**src/rtl/tdmc_pkg.sv**
```systemverilog
package tdmc_pkg;
  typedef enum logic [1:0] {
    SRC_INT  = 2'd0,
    SRC_WAIT = 2'd1,
    SRC_EXT  = 2'd2
  } src_state_e;
endpackage

```
**src/rtl/tdmc_sync.sv**
```systemverilog
module tdmc_sync #(
  parameter int W      = 2,
  parameter int STAGES = 2
) (
  input  logic         clk,
  input  logic         rst,
  input  logic [W-1:0] d,
  output logic [W-1:0] q
);
  logic [W-1:0] stg [STAGES];

  generate
    for (genvar i = 0; i < STAGES; i++) begin : g_stage
      always_ff @(posedge clk) begin
        if (rst) stg[i] <= '0;
        else if (i == 0) stg[i] <= d;
        else stg[i] <= stg[(i == 0) ? 0 : i-1];
      end
    end
  endgenerate

  assign q = stg[STAGES-1];
endmodule

```
**src/rtl/tdmc_div.sv**
```systemverilog
module tdmc_div #(
  parameter int DIV = 4
) (
  input  logic clk,
  input  logic rst,
  input  logic restart,
  output logic m_adv,
  output logic m_bclk
);
  localparam int DW = (DIV > 2) ? $clog2(DIV) : 1;

  logic [DW-1:0] dcnt;

  always_ff @(posedge clk) begin
    if (rst)                       dcnt <= '0;
    else if (restart)              dcnt <= DW'(1);
    else if (dcnt == DW'(DIV - 1)) dcnt <= '0;
    else                           dcnt <= dcnt + 1'b1;
  end

  assign m_adv  = (dcnt == '0);
  assign m_bclk = (dcnt >= DW'(DIV / 2));
endmodule

```
**src/rtl/tdmc_ext_mon.sv**
```systemverilog
module tdmc_ext_mon #(
  parameter int FRAME_BITS  = 256,
  parameter int TIMEOUT     = 64,
  parameter int SYNC_STAGES = 2,
  localparam int BW = $clog2(FRAME_BITS)
) (
  input  logic          clk,
  input  logic          rst,
  input  logic          ext_bclk_i,
  input  logic          ext_lrclk_i,
  output logic          e_adv,
  output logic [BW-1:0] e_bit,
  output logic          e_bclk,
  output logic          alive,
  output logic          locked
);
  localparam int TW = $clog2(TIMEOUT + 1);

  logic [1:0]    sy;
  logic          bclk_d, lr_mid, lr_mid_prev;
  logic          rise, fall, lr_edge;
  logic [TW-1:0] tcnt;
  logic [1:0]    frames;

  tdmc_sync #(.W(2), .STAGES(SYNC_STAGES)) u_sync (
    .clk (clk),
    .rst (rst),
    .d   ({ext_lrclk_i, ext_bclk_i}),
    .q   (sy)
  );

  assign rise    = sy[0] & ~bclk_d;
  assign fall    = ~sy[0] & bclk_d;
  assign lr_edge = lr_mid & ~lr_mid_prev;

  always_ff @(posedge clk) begin
    if (rst) begin
      bclk_d      <= 1'b0;
      lr_mid      <= 1'b0;
      lr_mid_prev <= 1'b0;
      tcnt        <= TW'(TIMEOUT);
      frames      <= '0;
      e_bit       <= '0;
      e_adv       <= 1'b0;
    end else begin
      bclk_d <= sy[0];
      e_adv  <= fall;
      if (rise) begin
        lr_mid_prev <= lr_mid;
        lr_mid      <= sy[1];
      end
      if (rise | fall)               tcnt <= '0;
      else if (tcnt != TW'(TIMEOUT)) tcnt <= tcnt + 1'b1;
      if (fall) e_bit <= lr_edge ? BW'(1) : e_bit + 1'b1;
      if (!alive)                                  frames <= '0;
      else if (fall && lr_edge && frames != 2'd2)  frames <= frames + 1'b1;
    end
  end

  assign e_bclk = bclk_d;
  assign alive  = (tcnt != TW'(TIMEOUT));
  assign locked = alive && (frames == 2'd2);
endmodule

```
**src/rtl/tdmc_src_ctrl.sv**
```systemverilog
module tdmc_src_ctrl
  import tdmc_pkg::*;
#(
  parameter int SLOTS     = 8,
  parameter int SLOT_BITS = 32,
  localparam int FRAME_BITS = SLOTS * SLOT_BITS,
  localparam int BW = $clog2(FRAME_BITS),
  localparam int SW = $clog2(SLOTS)
) (
  input  logic          clk,
  input  logic          rst,
  input  logic          slave_mode,
  input  logic          m_adv,
  input  logic          m_bclk,
  input  logic          e_adv,
  input  logic [BW-1:0] e_bit,
  input  logic          e_bclk,
  input  logic          e_alive,
  input  logic          e_locked,
  output logic          restart,
  output logic          bclk_o,
  output logic          fsync_o,
  output logic [SW-1:0] slot_o,
  output logic          src_ext_o,
  output logic          conv_bclk_o,
  output logic          conv_lrclk_o
);
  localparam int LSB = $clog2(SLOT_BITS);
  localparam logic [BW-1:0] LAST = BW'(FRAME_BITS - 1);
  localparam logic [BW-1:0] HALF = BW'(FRAME_BITS / 2);

  src_state_e    state, state_n;
  logic [BW-1:0] bitcnt, bit_n;
  logic          ext_ready;

  assign ext_ready = slave_mode && e_locked;

  always_comb begin
    state_n = state;
    bit_n   = bitcnt;
    restart = 1'b0;
    unique case (state)
      SRC_INT: begin
        if (m_adv) begin
          if (bitcnt == LAST) begin
            if (ext_ready) state_n = SRC_WAIT;
            else           bit_n   = '0;
          end else begin
            bit_n = bitcnt + 1'b1;
          end
        end
      end
      SRC_WAIT: begin
        if (!ext_ready) begin
          state_n = SRC_INT;
          restart = 1'b1;
          bit_n   = '0;
        end else if (e_adv && e_bit == '0) begin
          state_n = SRC_EXT;
          bit_n   = '0;
        end
      end
      SRC_EXT: begin
        if (!e_alive || (e_adv && e_bit == '0 && !slave_mode)) begin
          state_n = SRC_INT;
          restart = 1'b1;
          bit_n   = '0;
        end else if (e_adv) begin
          bit_n = e_bit;
        end
      end
      default: begin
        state_n = SRC_INT;
        restart = 1'b1;
        bit_n   = '0;
      end
    endcase
  end

  always_ff @(posedge clk) begin
    if (rst) begin
      state        <= SRC_INT;
      bitcnt       <= LAST;
      bclk_o       <= 1'b0;
      fsync_o      <= 1'b0;
      slot_o       <= '0;
      src_ext_o    <= 1'b0;
      conv_bclk_o  <= 1'b0;
      conv_lrclk_o <= 1'b0;
    end else begin
      state     <= state_n;
      bitcnt    <= bit_n;
      slot_o    <= bit_n[BW-1:LSB];
      fsync_o   <= (state_n != SRC_WAIT) && (bit_n == LAST);
      src_ext_o <= (state_n == SRC_EXT);
      if (state_n == SRC_EXT)                 bclk_o <= e_bclk;
      else if (state_n == SRC_INT && !restart) bclk_o <= m_bclk;
      else                                    bclk_o <= 1'b0;
      conv_bclk_o  <= !slave_mode && state_n == SRC_INT && !restart && m_bclk;
      conv_lrclk_o <= !slave_mode && state_n == SRC_INT && (bit_n < HALF);
    end
  end
endmodule

```
**src/rtl/tdm_clk_source.sv**
```systemverilog
module tdm_clk_source #(
  parameter int DIV         = 4,
  parameter int SLOTS       = 8,
  parameter int SLOT_BITS   = 32,
  parameter int TIMEOUT     = 64,
  parameter int SYNC_STAGES = 2,
  localparam int SW = $clog2(SLOTS)
) (
  input  logic          clk,
  input  logic          rst,
  input  logic          slave_mode_i,
  input  logic          ext_bclk_i,
  input  logic          ext_lrclk_i,
  output logic          tdm_bclk_o,
  output logic          tdm_fsync_o,
  output logic [SW-1:0] slot_o,
  output logic          src_ext_o,
  output logic          conv_bclk_o,
  output logic          conv_lrclk_o
);
  localparam int FRAME_BITS = SLOTS * SLOT_BITS;
  localparam int BW = $clog2(FRAME_BITS);

  logic          restart, m_adv, m_bclk;
  logic          e_adv, e_bclk, e_alive, e_locked;
  logic [BW-1:0] e_bit;

  tdmc_div #(.DIV(DIV)) u_div (
    .clk     (clk),
    .rst     (rst),
    .restart (restart),
    .m_adv   (m_adv),
    .m_bclk  (m_bclk)
  );

  tdmc_ext_mon #(
    .FRAME_BITS  (FRAME_BITS),
    .TIMEOUT     (TIMEOUT),
    .SYNC_STAGES (SYNC_STAGES)
  ) u_mon (
    .clk         (clk),
    .rst         (rst),
    .ext_bclk_i  (ext_bclk_i),
    .ext_lrclk_i (ext_lrclk_i),
    .e_adv       (e_adv),
    .e_bit       (e_bit),
    .e_bclk      (e_bclk),
    .alive       (e_alive),
    .locked      (e_locked)
  );

  tdmc_src_ctrl #(.SLOTS(SLOTS), .SLOT_BITS(SLOT_BITS)) u_ctrl (
    .clk          (clk),
    .rst          (rst),
    .slave_mode   (slave_mode_i),
    .m_adv        (m_adv),
    .m_bclk       (m_bclk),
    .e_adv        (e_adv),
    .e_bit        (e_bit),
    .e_bclk       (e_bclk),
    .e_alive      (e_alive),
    .e_locked     (e_locked),
    .restart      (restart),
    .bclk_o       (tdm_bclk_o),
    .fsync_o      (tdm_fsync_o),
    .slot_o       (slot_o),
    .src_ext_o    (src_ext_o),
    .conv_bclk_o  (conv_bclk_o),
    .conv_lrclk_o (conv_lrclk_o)
  );
endmodule

```
**config.mk**
```make
export PLATFORM = sky130hd
export DESIGN_NAME = tdm_clk_source
export DESIGN_NICKNAME = d
export VERILOG_FILES = /design/src/rtl/tdmc_pkg.sv /design/src/rtl/tdmc_sync.sv /design/src/rtl/tdmc_div.sv /design/src/rtl/tdmc_ext_mon.sv /design/src/rtl/tdmc_src_ctrl.sv /design/src/rtl/tdm_clk_source.sv
export SDC_FILE = /design/constraint.sdc
export NUM_CORES = 1
export LEC_CHECK = 0
export ABC_AREA = 1
export BUFFER_PORTS_ARGS = -buffer_cell sky130_fd_sc_hd__buf_2
export CELL_PAD_IN_SITES_DETAIL_PLACEMENT = 1
export CELL_PAD_IN_SITES_GLOBAL_PLACEMENT = 1
export CORE_MARGIN = 3
export CORE_UTILIZATION = 44
export DETAILED_ROUTE_END_ITERATION = 8
export PLACE_DENSITY = 0.82
export RECOVER_POWER = 50
export SLEW_MARGIN = 20
export SYNTH_ARGS = -nofsm -noshare
export SYNTH_HDL_FRONTEND = slang
export SYNTH_SLANG_ARGS = --single-unit
```
**constraint.sdc**
```tcl
create_clock -name clk -period 2.2 [get_ports clk]
set_clock_uncertainty 0.1 [all_clocks]
set_input_delay 0.55 -clock clk [delete_from_list [all_inputs] [get_ports clk]]
set_output_delay 0.55 -clock clk [all_outputs]
set_load 0.005 [all_outputs]
```
==> qor.yml <==
worst_hold_path:
  hold_end: "u_mon.u_sync.stg[1][0]"
  worstHoldStart: "u_mon.u_sync.stg[0][0]"
  hold_depth: 2
  hp-class: "flip-flop to flip-flop"
floorplan:
  start_util_pct: 46.61
  dieWidth_um: 80.49
  core_area_um2: 5238
  boundaryPins: 13
  die_h_um: 80.49
  dieArea_um2: 6478
  rows: 26
worst_setup_path:
  crit_top_cell: "nor2_1"
  critical_path_buf_inv_count: 3
  startpoint_type: "flip-flop"
  worstSetupPathType: "flip-flop to flip-flop"
  r2r_setup_slack_ps: 250
  cp.depth: 13
  path_max_fanout: 13
  slowest_delay_ps: 410
  worst-r2r-cell-count: 13
  worstSetupStartpoint: "u_mon.tcnt[0]"
  cpLargestDelayFamily: "simple AND/OR/NAND/NOR gates"
  worstSetupEndpointType: "flip-flop"
  r2r-end: "u_ctrl.fsync_o"
  cp_slowest_cell: "dfxtp_1"
  path_cells: "inv_1 -> ha_1 -> nand2_1 -> inv_1 -> nand3_4 -> nand2_2 -> inv_2 -> nand3_1 -> nand2_1 -> nor2_1 -> nor2_1 -> nand3_1 -> nor2_1"
  cp_data_arrival_time_ps: 2090
  r2r-start: "u_mon.tcnt[0]"
  critical_path_required_ps: 2340
timing:
  post-route-period-util_pct: 88.84
  max_freq_mhz: 511.7
  rsz0062_at_grt: "no"
  tightest_slew_ps: 800.3
  tns_ps: 0
  fin_ws_ps: 245.5
  final.min_clock_period_ps: 1954
  final-max-slew-violation-count: 0
  finalSetupViolations: 0
  hold_viol: 0
  slew_headroom_pct: 46.65
grt:
  grt_usage_pct: 20.92
  overflow: 0
  antenna_found_initial: 0
  first_global_vias: 2298
  grt_max_degree: 18
  grt_pass1_wl_mm: 10.49
power:
  seqPwrFrac_pct: 40.4
  pwr_density_cell_nw_per_um2: 959.0
  internal_power_uw: 1572
  p_clk_share_pct: 23.7
  comb_power_share_pct: 35.9
  leakage_uw: 0.001253
  ir_drop_mv: 0.3825
  switching_share_pct: 38.94
  power_switching_uw: 1003
yosys:
  yosys.area.top_type: "dfxtp_1"
  syn_nets: 364
  syn-cell-area_um2: 2441
  syn_avg_cell_area_um2: 7.015
  seq_area_frac_synth_pct: 36.90
  async_reset_ff_share_pct: 0
  synth_edf_count: 0
  synth_top_area_share_pct: 36.90
  synth_warnings: 0
  synthDistinctLibCells: 33
  synthTopCellsByArea: "dfxtp_1 (37%), nand2_1 (10%), nor2_1 (7.2%)"
  synth-main-ff-cell: "dfxtp_1"
  synth_seq_cells: 45
  synthesis.instances: 348
routing:
  ant_nets: 0
  vias_per_cell: 5.177
  wire_per_inst_um: 14.49
  first_iter_violations: 113
  route.final.wire_length_mm: 6.290
  post-route-drc-count: 0
  first_pass_iters: 4
  vias: 2247
finish:
  multiInputGateArea_um2: 1319
  seqCellArea_um2: 900.9
  drive_gt1_share_pct: 13.74
  antenna_cells: 0
  fillers: 716
  nNetsFinal: 380
  fin_area_um2: 2685
  syn2layout_area_growth_pct: 9.995
clock_network:
  cts_max_path_buffers: 2
  clock_latency_ps: 300
  cts_made_buffers: 5
  cts.clk_slew.worst_paths_ps: 80
  cts-root-buf: "clkbuf_8"
  postCtsHoldBufs: 0
  cts.sinks: 45
  h-tree-depth: 2
  cts_tree: "built"
placement:
  gp_routability_congestion: 0.9343
  port_buffers: 12
  post-place-ws_ps: 203.9
  dp_hpwl_mm: 4.902
  place_area_um2: 2581
status:
  status: "complete, no violations"
flow_run:
  cap_violations: 0
[worst max path at each step]
stage / endpoint / slack (ps)
after floorplan: u_ctrl.fsync_o / 620
after global placement: u_ctrl.fsync_o / 290
after detailed placement: u_ctrl.fsync_o / 200
after CTS: u_ctrl.fsync_o / 170
after global routing: u_ctrl.fsync_o / 30
final: u_ctrl.fsync_o / 250
[cell type report]
class,instances,share of cell area [%]
Multi-Input combinational cell,243,49.11
Sequential cell,45,33.55
Inverter,55,7.689
Tap cell,70,3.262
Clock buffer,5,2.563
Timing Repair Buffer,14,2.516
Clock inverter,2,1.305
[timing repair]
item	in CTS	in global routing
gates resized for setup	0	1
buffers inserted	0	0
hold endpoints to repair	0	0
setup endpoints to repair	0	1
[synthesized netlist by cell type, types with 3 or more instances]
cell type,instances
xor2_1,3
nand4_1,10
a21oi_1,18
o21ai_1,3
nand2_1,66
nand2_2,7
inv_1,46
o21ai_0,18
dfxtp_1,45
inv_2,9
ha_1,11
nor3b_1,6
nor2_2,5
nand2_4,3
buf_2,3
nand3_1,20
nor2_1,47
nor3_1,4
nand3_2,4
[registers in the layout (all words and copies together), names as in the netlist, 2 cells and up]
register          flops
u_ctrl.slot_o         3
u_mon.frames          2
u_ctrl.state          2
u_div.dcnt            2
u_mon.u_sync.stg      4
u_mon.tcnt            7
u_mon.e_bit           8
u_ctrl.bitcnt         8
[kinds of logic (layout without fill, tap and decap cells)]
logic type | count (synthesis) | after routing | synth area share, %
AOI/OAI and AO/OA | 49 | 49 | 11.17
xor gates and xnor gates | 5 | 5 | 1.794
adders and majority gates | 11 | 11 | 5.638
buffers and inverters | 60 | 76 | 9.380
DFF | 45 | 45 | 36.90
and+or+nand+nor | 178 | 178 | 35.11
[metal layers]
layer  vias up  part of all wire, %  GRT usage (%)  wire length, um
met5         -                    0              0                0
met4         0                  1.8          6.419              116
met3        11                  3.2          3.587              204
met2        33                   48          36.26             2989
met1      1058                   47          26.26             2979
li1       1145                    -              -                -
[tightest hold or removal path: cells and delay by family (launching register included)]
| family | cells | cell delay [ps] |
|---|---|---|
| and+or+nand+nor | 1 | 30 |
| DFF | 1 | 300 |
| buffers and inverters | 1 | 40 |
[stage by stage]
| stage | power, uW | utilization (%) | std cells | hold slack, ps |
|---|---|---|---|---|
| 6_report | 2575 | 51.27 | 434 | 312.0 |
| 5_1_grt | 2766 | 51.27 | 434 | 344.1 |
| 3_3_place_gp | 1954 | 49.28 | 427 | 297.8 |
| 2_1_floorplan | 1710 | - | 348 | 288.3 |
| 3_5_place_dp | 1975 | 49.28 | 427 | 307.1 |
| 4_1_cts | 2583 | 51.27 | 434 | 318.7 |
[layout by cell type, fill, tap and decap left out, drive strengths merged, types with 2 or more instances in the layout]
cell type  instances
nand2             76
ha                11
inv               55
a21oi             19
o21ai             23
nand3b             2
a211oi             2
dfxtp             45
nor3               4
xnor2              2
clkbuf            11
xor2               3
buf                8
nand3             24
nor2              54
nor3b              6
nand4             10
[power by group through the flow]
stage	registers (uW)	logic [uW]	clock network (uW)
after floorplan	1020	693	0
after global placement	1050	906	0
after detailed placement	1050	921	0
after CTS	1030	930	618
after global routing	1050	1060	655
final	1040	925	611
(Power assumes the default switching activity.)
